## src/rtl/eth_cls_pkg.sv

```systemverilog
package eth_cls_pkg;

  typedef enum logic [1:0] {
    DST_UCAST = 2'd0,
    DST_MCAST = 2'd1,
    DST_BCAST = 2'd2
  } dst_class_e;

  localparam int unsigned DA_BYTES   = 6;
  localparam int unsigned ETYPE_POS  = 12;
  localparam int unsigned OPC_POS    = 14;
  localparam int unsigned HDR_BYTES  = 16;
  localparam int unsigned ETYPE_W    = 16;

  localparam logic [15:0] MAC_CTRL_ETYPE = 16'h8808;
  localparam logic [15:0] PAUSE_OPCODE   = 16'h0001;

endpackage

```

## src/rtl/eth_cls_hdr_ctr.sv

```systemverilog
module eth_cls_hdr_ctr #(
  parameter int unsigned HDR_LEN = 16,
  parameter int unsigned CW      = $clog2(HDR_LEN + 1)
) (
  input  logic          clk,
  input  logic          rst_n,
  input  logic          in_valid,
  input  logic          in_sof,
  output logic [CW-1:0] byte_idx,
  output logic          byte_take,
  output logic          last_byte
);

  localparam logic [CW-1:0] IDLE_CNT = CW'(HDR_LEN);
  localparam logic [CW-1:0] LAST_IDX = CW'(HDR_LEN - 1);

  logic [CW-1:0] cnt_q;

  always_comb begin
    byte_idx  = in_sof ? '0 : cnt_q;
    byte_take = in_valid && (in_sof || (cnt_q < IDLE_CNT));
    last_byte = byte_take && (byte_idx == LAST_IDX);
  end

  always_ff @(posedge clk) begin
    if (!rst_n) begin
      cnt_q <= IDLE_CNT;
    end else if (byte_take) begin
      cnt_q <= byte_idx + CW'(1);
    end
  end

  assert_sof_restart_R8: assert property (@(posedge clk) disable iff (!rst_n)
    (in_valid && in_sof) |=> (cnt_q == CW'(1)));

  assert_idle_hold_R9: assert property (@(posedge clk) disable iff (!rst_n)
    !in_valid |=> $stable(cnt_q));

endmodule

```

## src/rtl/eth_cls_da_chk.sv

```systemverilog
module eth_cls_da_chk #(
  parameter int unsigned DA_LEN = 6,
  parameter int unsigned CW     = 5
) (
  input  logic          clk,
  input  logic          rst_n,
  input  logic          take,
  input  logic [CW-1:0] idx,
  input  logic [7:0]    data,
  output logic          ig_bit,
  output logic          all_ones
);

  always_ff @(posedge clk) begin
    if (!rst_n) begin
      ig_bit   <= 1'b0;
      all_ones <= 1'b0;
    end else if (take && (idx == '0)) begin
      ig_bit   <= data[0];
      all_ones <= &data;
    end else if (take && (idx < CW'(DA_LEN))) begin
      all_ones <= all_ones & (&data);
    end
  end

  assert_ig_capture_R2: assert property (@(posedge clk) disable iff (!rst_n)
    (take && (idx == '0)) |=> (ig_bit == $past(data[0])));

  assert_ones_drop_R4: assert property (@(posedge clk) disable iff (!rst_n)
    (take && (idx < CW'(DA_LEN)) && !(&data)) |=> !all_ones);

endmodule

```

## src/rtl/eth_cls_type_match.sv

```systemverilog
module eth_cls_type_match #(
  parameter int unsigned NF = 4,
  parameter int unsigned TW = 16
) (
  input  logic [TW-1:0]    etype,
  input  logic [NF-1:0]    en,
  input  logic [NF*TW-1:0] vals,
  output logic [NF-1:0]    hit
);

  for (genvar g = 0; g < NF; g++) begin : g_filt
    assign hit[g] = en[g] && (vals[g*TW +: TW] == etype);
  end

endmodule

```

## src/rtl/eth_rx_classifier.sv

```systemverilog
module eth_rx_classifier
  import eth_cls_pkg::*;
#(
  parameter int unsigned NUM_FILT = 4
) (
  input  logic                       clk,
  input  logic                       rst_n,
  input  logic                       in_valid,
  output logic                       in_ready,
  input  logic                       in_sof,
  input  logic [7:0]                 in_data,
  input  logic [NUM_FILT-1:0]        cfg_type_en,
  input  logic [NUM_FILT*ETYPE_W-1:0] cfg_type_val,
  output logic                       res_valid,
  output logic [1:0]                 res_class,
  output logic                       res_mac_ctrl,
  output logic [NUM_FILT-1:0]        res_type_hit
);

  localparam int unsigned CW = $clog2(HDR_BYTES + 1);

  logic [CW-1:0]       byte_idx;
  logic                byte_take;
  logic                last_byte;
  logic                ig_bit;
  logic                all_ones;
  logic [ETYPE_W-1:0]  etype_q;
  logic [7:0]          opc_hi_q;
  logic [NUM_FILT-1:0] hit_c;
  logic [15:0]         opcode_c;
  logic                mac_c;
  dst_class_e          cls_c;

  assign in_ready = 1'b1;

  eth_cls_hdr_ctr #(.HDR_LEN(HDR_BYTES), .CW(CW)) ctr_i (
    .clk(clk), .rst_n(rst_n), .in_valid(in_valid), .in_sof(in_sof),
    .byte_idx(byte_idx), .byte_take(byte_take), .last_byte(last_byte)
  );

  eth_cls_da_chk #(.DA_LEN(DA_BYTES), .CW(CW)) da_i (
    .clk(clk), .rst_n(rst_n), .take(byte_take), .idx(byte_idx),
    .data(in_data), .ig_bit(ig_bit), .all_ones(all_ones)
  );

  eth_cls_type_match #(.NF(NUM_FILT), .TW(ETYPE_W)) tm_i (
    .etype(etype_q), .en(cfg_type_en), .vals(cfg_type_val), .hit(hit_c)
  );

  always_ff @(posedge clk) begin
    if (!rst_n) begin
      etype_q  <= '0;
      opc_hi_q <= '0;
    end else if (byte_take) begin
      if (byte_idx == CW'(ETYPE_POS))     etype_q[15:8] <= in_data;
      if (byte_idx == CW'(ETYPE_POS + 1)) etype_q[7:0]  <= in_data;
      if (byte_idx == CW'(OPC_POS))       opc_hi_q      <= in_data;
    end
  end

  always_comb begin
    opcode_c = {opc_hi_q, in_data};
    mac_c    = (etype_q == MAC_CTRL_ETYPE) && (opcode_c != PAUSE_OPCODE);
    if (all_ones)    cls_c = DST_BCAST;
    else if (ig_bit) cls_c = DST_MCAST;
    else             cls_c = DST_UCAST;
  end

  always_ff @(posedge clk) begin
    if (!rst_n) begin
      res_valid    <= 1'b0;
      res_class    <= 2'd0;
      res_mac_ctrl <= 1'b0;
      res_type_hit <= '0;
    end else begin
      res_valid <= last_byte;
      if (last_byte) begin
        res_class    <= cls_c;
        res_mac_ctrl <= mac_c;
        res_type_hit <= hit_c;
      end
    end
  end

  assert_single_strobe_R7: assert property (@(posedge clk) disable iff (!rst_n)
    res_valid |=> !res_valid);

  assert_strobe_follows_beat_R7: assert property (@(posedge clk) disable iff (!rst_n)
    res_valid |-> $past(in_valid));

  assert_legal_class_R3: assert property (@(posedge clk) disable iff (!rst_n)
    res_valid |-> (res_class != 2'd3));

  assert_hit_needs_enable_R6: assert property (@(posedge clk) disable iff (!rst_n)
    res_valid |-> ((res_type_hit & ~$past(cfg_type_en)) == '0));

endmodule

```

## config.mk

```make
export PLATFORM = sky130hd
export DESIGN_NAME = eth_rx_classifier
export DESIGN_NICKNAME = d
export VERILOG_FILES = /design/src/rtl/eth_cls_pkg.sv /design/src/rtl/eth_cls_hdr_ctr.sv /design/src/rtl/eth_cls_da_chk.sv /design/src/rtl/eth_cls_type_match.sv /design/src/rtl/eth_rx_classifier.sv
export SDC_FILE = /design/constraint.sdc
export NUM_CORES = 1
export LEC_CHECK = 0
export BUFFER_PORTS_ARGS = -buffer_cell sky130_fd_sc_hd__buf_4
export CORE_MARGIN = 2
export CORE_UTILIZATION = 44
export CTS_CLUSTER_DIAMETER = 30
export CTS_CLUSTER_SIZE = 25
export DETAILED_ROUTE_END_ITERATION = 8
export PLACE_DENSITY_LB_ADDON = 0.1
export SLEW_MARGIN = 20
export SYNTH_ARGS = -nofsm -noshare
export SYNTH_HDL_FRONTEND = slang
export SYNTH_SLANG_ARGS = --single-unit
```

## constraint.sdc

```tcl
create_clock -name clk -period 2.3 [get_ports clk]
set_clock_uncertainty 0.2 [all_clocks]
set_input_delay 0.46 -clock clk [delete_from_list [all_inputs] [get_ports clk]]
set_output_delay 0.46 -clock clk [all_outputs]
set_load 0.05 [all_outputs]
```

==> results.cfg, run 1 <==
[route]
vias = 2190
drcViolationCount = 0
ant_nets = 0
viasPerCell = 5.26
drtPass1Iterations = 4
first_iter_violations = 72
drt_wl_total_um = 6600
wl_per_cell_um = 15.9

[grt]
grt_pass1_wl_um = 10500
grt_use_total = 0.220
overflow = 0
grt_pass1_vias = 2091
grt_max_degree = 21
antenna_found_initial = 0

[power_and_ir_drop]
ir_drop_v = 0.000394
leakage_uw = 0.00166
p_per_area_nw_per_um2 = 464

[timing]
slew_viol_final = 0
fin_tns_setup_ns = 0
fmaxAchievable_mhz = 474
slew_headroom = 0.598
final-setup-viol-count = 0
worstMarginPinSlew_ns = 0.601
setup_ws_ns = 0.189
min_period_over_period = 0.918
grt_setup_unrepaired = false
finalHoldViolCount = 0
period_minus_slack_ns = 2.11

[synth]
ys_async_sr_fraction = 0
syn_area_per_cell_um2 = 8.93
synth_simple_gate_area_frac = 0.208
synth_warnings = 0
synth_top_cell_area_share = 0.324
ys_top_cells_by_area = dfxtp_1 32%, xor2_1 20%, mux2i_1 11%
synth-compound-area-share = 0.0757
ys_seq_area_frac = 0.324
syn_inst = 270
synth_common_cells = 56 x xor2_1, 39 x dfxtp_1, 31 x nor2_1, 26 x mux2i_1, 17 x clkbuf_1
ys.flop_type = dfxtp_1
synth_mux_area_frac = 0.108
yosysMostFrequentCell = xor2_1
synth_top_area_cell = dfxtp_1
ys_ff_latch = 39
synthXorXnorAreaFrac = 0.232
synth_edf_count = 0
synth_fa_ha_area_frac = 0.00519
synth_cell_types = 38
synth_top_family_by_area = XOR/XNOR gates
syn_area_um2 = 2410
syn_nets = 351

[worst_setup_path]
rr_worst_depth = 6
rr_endpoint = res_type_hit[0]
cp_max_fo = 8
worst_ep_required_time_ns = 2.30
worstSetupStartpointType = register
end_kind = register
r2r_start = ctr_i.cnt_q[2]
arrival_ns = 2.11
critPathKind = reg2reg
rrSetupSlack_ns = 0.19

[floorplanning]
initial_core_util = 0.463
ios = 89
die_h_um = 78.0
core-area_um2 = 5200
die_area_um2 = 6090
fp.dieW_um = 78.0
rows = 26

[cts]
h-tree-depth = 2
clk_pin_slew_ns = 0.08
cts_sinks = 39
numCtsBuffers = 5
worstSkewPairLatency_ns = 0.28
clock_path_buffers = 2
cts_tree = built
ctsHoldBuffers = 0
clock-root-buffer = clkbuf_8

[worst_hold_path]
min_from = rst_n
min_path_cells = 2
hp-class = in2reg
hold-path-endpoint = ctr_i.cnt_q[4]

[placed_design]
hpwlAfterDp_um = 5160
dpl_worst_slack_ns = 0.0126
portBuffers = 87
gp_congestion = 0.823

[cells_and_area]
num_antenna_cells = 0
drive_gt1_frac = 0.332
fin_nets = 426
area_growth_pct = 34.0

[run]
timing.max_cap.violations = 0

[outcome]
status = completed
-- state kept, by name, indices dropped and copies added (netlist names) --
| name | count |
|---|---|
| res_mac_ctrl | 1 |
| ctr_i.cnt_q | 5 |
| res_type_hit | 4 |
| da_i.all_ones | 1 |
| etype_q | 16 |
| opc_hi_q | 8 |
| da_i.ig_bit | 1 |
| res_valid | 1 |
| res_class | 2 |
-- kinds of logic after synthesis --
kind of cell,after synthesis
buf+inv,27
other cells,1
fa+ha+maj,1
xor+xnor,64
mux,26
compound gates,22
simple gates,90
flops,39
-- stage by stage --
stage | instance area [um2] | std cells | utilization | total power (uW) | hold WS [ns]
final | 3230 | 416 | 0.621 | 1500 | 0.228
after floorplan | 2410 | 270 | - | 791 | 0.254
after detailed placement | 3100 | 408 | 0.595 | 934 | 0.272
after global placement | 3100 | 408 | 0.595 | 931 | 0.256
after CTS | 3220 | 416 | 0.618 | 1520 | 0.220
after global routing | 3230 | 416 | 0.621 | 1560 | 0.235
-- routing by layer --
layer	up-vias	wire length, um	global-route usage
li1	1083	-	-
met3	8	517	0.0644
met5	-	0	0
met2	76	3020	0.345
met4	0	100	0.0667
met1	1023	2960	0.293
-- layout by cell type, fill, tap and decap left out, types with 2 or more instances in the layout --
| cell | instances |
|---|---|
| nor4b_1 | 3 |
| o211ai_1 | 2 |
| a21oi_1 | 7 |
| nand3_1 | 13 |
| nor3_1 | 4 |
| nor2_1 | 31 |
| nand4_1 | 3 |
| clkbuf_8 | 6 |
| xor2_1 | 56 |
| dfxtp_1 | 38 |
| nor4_1 | 13 |
| o41ai_2 | 4 |
| mux2i_1 | 26 |
| o21ai_0 | 3 |
| nand2_1 | 5 |
| buf_4 | 94 |
| a211oi_1 | 2 |
| xnor2_1 | 8 |
| or4_1 | 6 |
-- worst max-delay path by stage --
stage                        start               to  slack [ns]  depth (start not counted)
finish              ctr_i.cnt_q[2]  res_type_hit[0]        0.19                          6
global route        ctr_i.cnt_q[2]  res_type_hit[2]        0.04                          6
CTS                 ctr_i.cnt_q[2]  res_type_hit[0]        0.07                          6
detailed placement          in_sof  res_type_hit[0]        0.01                          6
global placement            in_sof  res_type_hit[2]        0.07                          6
floorplan                   in_sof  res_type_hit[1]        0.12                          6
-- power breakdown --
part           internal, uW  switching [uW]  total [uW]
clock network           351             230         581
registers               681            3.77         684
logic                   134             102         235
total                  1170             335        1500
-- worst max-delay path, stage by stage (launching register included) --
cell     delay [ns]
dfxtp_2        0.38
nand3_1        0.12
nor3b_2        0.17
ha_2           0.21
nand3_4        0.11
or4_1          0.56
o41ai_2        0.27
-- area by class of cell --
cell class              instances  area, um2
clock buffers                   6       82.6
repair buffers                 94        706
multi-input cells             204       1540
fillers                       464       1970
inverters                       1       3.75
clock inverters                 2       35.0
well taps                      70       87.6
flip-flops and latches         39        782
-- what timing repair did --
action	4_1_cts	5_1_grt
buffers inserted	0	0
gates resized for setup	0	4
setup endpoints to repair	0	5
Note: power is estimated with default switching activity, not from simulation.
==> inputs of run 2 (changes only) <==
--- a/config.mk
+++ b/config.mk
@@ -5,8 +5,9 @@
 export SDC_FILE = /design/constraint.sdc
 export NUM_CORES = 1
 export LEC_CHECK = 0
+export ABC_CLOCK_PERIOD_IN_PS = 2300
 export BUFFER_PORTS_ARGS = -buffer_cell sky130_fd_sc_hd__buf_4
-export CORE_MARGIN = 2
+export CORE_MARGIN = 5
 export CORE_UTILIZATION = 44
 export CTS_CLUSTER_DIAMETER = 30
 export CTS_CLUSTER_SIZE = 25
==> constraint.sdc (replaced) <==
create_clock -name clk -period 2.3 [get_ports clk]
set_clock_uncertainty 0.2 [all_clocks]
set_input_delay 0.46 -clock clk [delete_from_list [all_inputs] [get_ports clk]]
set_output_delay 0.46 -clock clk [all_outputs]
set_load 0.005 [all_outputs]
==> results.cfg, run 2 (synthesized netlist as in run 1, its figures left out) <==
[outcome]
status = completed

[timing]
finalHoldViolCount = 0
whs_ns = 0.217
fin_tns_setup_ns = 0
min_period_over_period = 0.930
worstMarginPinSlew_ns = 0.589
fmaxAchievable_mhz = 468
final-setup-viol-count = 0
period_minus_slack_ns = 2.14
slew_viol_final = 0
slew_headroom = 0.606
grt_setup_unrepaired = false

[route]
first_iter_violations = 117
viasPerCell = 5.16
ant_nets = 0
wl_per_cell_um = 16.3
highest_layer = met4
drcViolationCount = 0
drt_wl_total_um = 6820
wl_met2_um = 3180
wl_met3_um = 556
wl_met1_um = 3030
drtPass1Iterations = 4
vias = 2163

[worst_setup_path]
critPathBufInv = 0
critPathKind = reg2reg
slowest_delay_ns = 0.57
rr_endpoint = res_type_hit[2]
arrival_ns = 2.14
rrSetupSlack_ns = 0.16
cp_max_fo = 7
crit_chain = nand3_1 -> nor3b_1 -> ha_1 -> nand3_2 -> or4_1 -> o41ai_2
rr_worst_depth = 6
end_kind = register
worstSetupStartpointType = register
cpMaxStageDelayCell = or4_1
critical-path-top-delay-family = simple AND/OR/NAND/NOR gates
worst_ep_required_time_ns = 2.30
r2r_start = ctr_i.cnt_q[2]

[power_and_ir_drop]
clockPowerShare = 0.332
leakage_uw = 0.00165
p_total_uw = 1370
combinationalPowerShare = 0.168
p_int_uw = 1030
ir_drop_v = 0.000377
seqPwrFrac = 0.500
swShare = 0.250
net-switching-power_uw = 342
p_per_area_nw_per_um2 = 428

[placed_design]
gp_congestion = 0.809
hpwlAfterDp_um = 5390
portBuffers = 87

[grt]
grt_pass1_vias = 2066
antenna_found_initial = 0
grt_use_total = 0.193
overflow = 0
grt_pass1_wl_um = 10900
grt_max_degree = 19

[cts]
clk_pin_slew_ns = 0.08
ctsHoldBuffers = 0
numCtsBuffers = 5
post_cts.repair.setup_buffers = 0
cts-resized-gates = 0
h-tree-depth = 2
worstSkewPairLatency_ns = 0.29
clock-root-buffer = clkbuf_8
cts_tree = built
cts_sinks = 39
clock_path_buffers = 2

[floorplanning]
fp.dieW_um = 84.0
die_h_um = 84.0
ios = 89
core-area_um2 = 5410
rows = 27
initial_core_util = 0.446
die_area_um2 = 7060

[run]
timing.max_cap.violations = 0

[cells_and_area]
reg.largest.list = etype_q: 16 flops, opc_hi_q: 8 flops, ctr_i.cnt_q: 5 flops
layout_common_cells = 95 x buf_4, 56 x xor2_1, 39 x dfxtp_1
mostFrequentLayoutCell = buf_4
num_antenna_cells = 0
regMostFlops = etype_q
fin_nets = 427
drive_gt1_frac = 0.323
area_growth_pct = 32.4
largest_register_ffs = 16

[worst_hold_path]
min_from = rst_n
hp-class = in2reg
min_path_cells = 2
hold-path-endpoint = ctr_i.cnt_q[4]
## run 2: routing by layer
metal	track usage	vias to the layer above
met5	0	-
met4	0.0526	0
met3	0.0671	5
met2	0.302	74
met1	0.251	997
li1	-	1087
## run 2: worst max-delay path by stage
stage / start / to / slack [ns] / cells past startpoint
after detailed placement: in_sof / res_type_hit[2] / 0.03 / 6
after global placement: in_sof / res_type_hit[2] / 0.07 / 6
after CTS: ctr_i.cnt_q[2] / res_type_hit[2] / 0.17 / 6
final: ctr_i.cnt_q[2] / res_type_hit[2] / 0.16 / 6
after floorplan: in_sof / res_type_hit[1] / 0.12 / 6
after global routing: ctr_i.cnt_q[0] / res_type_hit[2] / 0.04 / 6
## run 2: final cells by class
class / instances / area [um2]
fillers: 525 / 2210
multi-input cells: 204 / 1520
flip-flops and latches: 39 / 781
repair buffers: 95 / 713
well taps: 72 / 90.1
clock buffers: 6 / 72.6
clock inverters: 2 / 12.5
inverters: 1 / 3.75
## run 2: metrics by stage
stage | instance area (um2) | instances | utilization | worst slack [ns]
6_report | 3190 | 419 | 0.591 | 0.162
5_1_grt | 3190 | 419 | 0.591 | 0.0385
4_1_cts | 3190 | 419 | 0.591 | 0.174
3_5_place_dp | 3110 | 411 | 0.575 | 0.0272
3_3_place_gp | 3110 | 411 | 0.575 | 0.0736
2_1_floorplan | 2410 | 270 | - | 0.117
## run 2: power by group through the flow
stage	Clock, uW	Sequential (uW)	Combinational [uW]
final	454	684	230
after global routing	499	685	250
after CTS	469	684	231
after detailed placement	0	700	230
after global placement	0	700	227
after floorplan	0	699	88.8
## run 2: worst reg2reg max path: stages (launching register included)
cell	delay, ns
dfxtp_1	0.34
nand3_1	0.09
nor3b_1	0.21
ha_1	0.19
nand3_2	0.15
or4_1	0.57
o41ai_2	0.30
==> inputs of run 3 (changes only) <==
--- a/config.mk
+++ b/config.mk
@@ -5,7 +5,7 @@
 export SDC_FILE = /design/constraint.sdc
 export NUM_CORES = 1
 export LEC_CHECK = 0
-export ABC_CLOCK_PERIOD_IN_PS = 2300
+export ABC_CLOCK_PERIOD_IN_PS = 2200
 export BUFFER_PORTS_ARGS = -buffer_cell sky130_fd_sc_hd__buf_4
 export CORE_MARGIN = 5
 export CORE_UTILIZATION = 44
==> constraint.sdc (replaced) <==
create_clock -name clk -period 2.2 [get_ports clk]
set_clock_uncertainty 0.2 [all_clocks]
set_input_delay 0.44 -clock clk [delete_from_list [all_inputs] [get_ports clk]]
set_output_delay 0.44 -clock clk [all_outputs]
set_load 0.005 [all_outputs]
==> results.cfg, run 3 (synthesized netlist as in run 1, its figures left out) <==
[grt]
antenna_found_initial = 0
grt_pass1_vias = 2138
grt_max_degree = 26
grt_pass1_wl_um = 11000
overflow = 0
grt_use_total = 0.194

[worst_setup_path]
arrival_ns = 2.10
critPathBufInv = 0
crit_chain = nand3_2 -> nor3b_2 -> ha_2 -> nand3_4 -> or4_1 -> o41ai_2
worst_ep_required_time_ns = 2.20
critPathKind = reg2reg
slowest_delay_ns = 0.54
end_kind = register
cpMaxStageDelayCell = or4_1
worstSetupStartpointType = register
critical-path-top-delay-family = simple AND/OR/NAND/NOR gates
cp_max_fo = 7

[cts]
cts_sinks = 39
clk_pin_slew_ns = 0.08
cts_tree = built
clock-root-buffer = clkbuf_8
clock_path_buffers = 2
post_cts.repair.setup_buffers = 0
ctsHoldBuffers = 0
worstSkewPairLatency_ns = 0.29
h-tree-depth = 2
numCtsBuffers = 5

[power_and_ir_drop]
p_per_area_nw_per_um2 = 482
combinationalPowerShare = 0.157
p_int_uw = 1220
ir_drop_v = 0.000547
net-switching-power_uw = 358
clockPowerShare = 0.391
seqPwrFrac = 0.452
leakage_uw = 0.00169
swShare = 0.226

[route]
drt_wl_total_um = 6870
ant_nets = 0
drtPass1Iterations = 4
drcViolationCount = 0
vias = 2170
wl_per_cell_um = 16.3
first_iter_violations = 75
viasPerCell = 5.14

[floorplanning]
core-area_um2 = 5410
die_h_um = 84.0
rows = 27
die_area_um2 = 7060
initial_core_util = 0.446
ios = 89
fp.dieW_um = 84.0

[timing]
final-setup-viol-count = 0
period_minus_slack_ns = 2.09
grt_setup_unrepaired = false
slew_headroom = 0.610
worstMarginPinSlew_ns = 0.583
fmaxAchievable_mhz = 478
whs_ns = 0.198
min_period_over_period = 0.951
slew_viol_final = 0
finalHoldViolCount = 0

[placed_design]
portBuffers = 87
gp_congestion = 0.799
hpwlAfterDp_um = 5440

[cells_and_area]
fin_nets = 430
mostFrequentLayoutCell = buf_4
drive_gt1_frac = 0.340
largest_register_ffs = 16
reg.largest.list = etype_q: 16 flops, opc_hi_q: 8 flops, ctr_i.cnt_q: 5 flops
area_growth_pct = 36.0
final_util = 0.607
regMostFlops = etype_q
num_antenna_cells = 0
layout_common_cells = 97 x buf_4, 56 x xor2_1, 39 x dfxtp_1
fillers = 515

[outcome]
status = completed

[worst_hold_path]
hp-class = in2reg

[run]
timing.max_cap.violations = 0
-- run 3: metrics by stage --
step,setup slack (ns),total power [uW],instances,cell area (um2),setup TNS (ns)
6_report,0.107,1580,422,3280,0
3_3_place_gp,-0.00907,975,414,3140,-0.0226
4_1_cts,0.0517,1600,422,3270,0
2_1_floorplan,0.0370,823,270,2410,0
5_1_grt,0.00317,1650,422,3280,0
3_5_place_dp,-0.137,978,414,3140,-0.500
-- run 3: worst reg2reg max path: cells and delay by family (launching register included) --
kind            cells  cell delay [ns]
fa+ha+maj           1             0.22
compound gates      1             0.27
flops               1             0.35
simple gates        4             0.95
-- run 3: cell type report --
| class | instances | area (um2) | area share |
|---|---|---|---|
| Tap cell | 72 | 90.1 | 0.0274 |
| Timing Repair Buffer | 98 | 748 | 0.228 |
| Multi-Input combinational cell | 204 | 1540 | 0.470 |
| Sequential cell | 39 | 781 | 0.238 |
| Inverter | 1 | 3.75 | 0.00114 |
| Clock inverter | 2 | 35.0 | 0.0107 |
| Clock buffer | 6 | 82.6 | 0.0252 |
-- run 3: worst paths after layout --
kind / end / startpoint / slack, ns / depth (start not counted)
worst max register to register: res_type_hit[1] / ctr_i.cnt_q[1] / 0.11 / 6
worst min register to register: res_class[0] / res_class[0] / 0.26 / 2
worst min-delay path: ctr_i.cnt_q[4] / rst_n / 0.20 / 2
worst max-delay path: res_type_hit[1] / ctr_i.cnt_q[1] / 0.11 / 6
-- run 3: per-layer routing --
layer  track usage  share of wire  vias up
met5             0              0        -
met4        0.0570          0.020        0
met3        0.0612          0.071       11
met2         0.301           0.46       70
met1         0.256           0.45      993
li1              -              -     1096
-- run 3: power groups by stage --
stage | Sequential (uW) | Combinational [uW] | Clock [uW]
floorplan | 730 | 92.8 | 0
global placement | 732 | 243 | 0
detailed placement | 731 | 247 | 0
CTS | 715 | 248 | 639
global route | 716 | 270 | 662
finish | 715 | 248 | 618
-- run 3: what timing repair did --
item / CTS / global route
resized for setup: 1 / 3
endpoints found under the setup margin: 4 / 4
pin swaps: 0 / 4
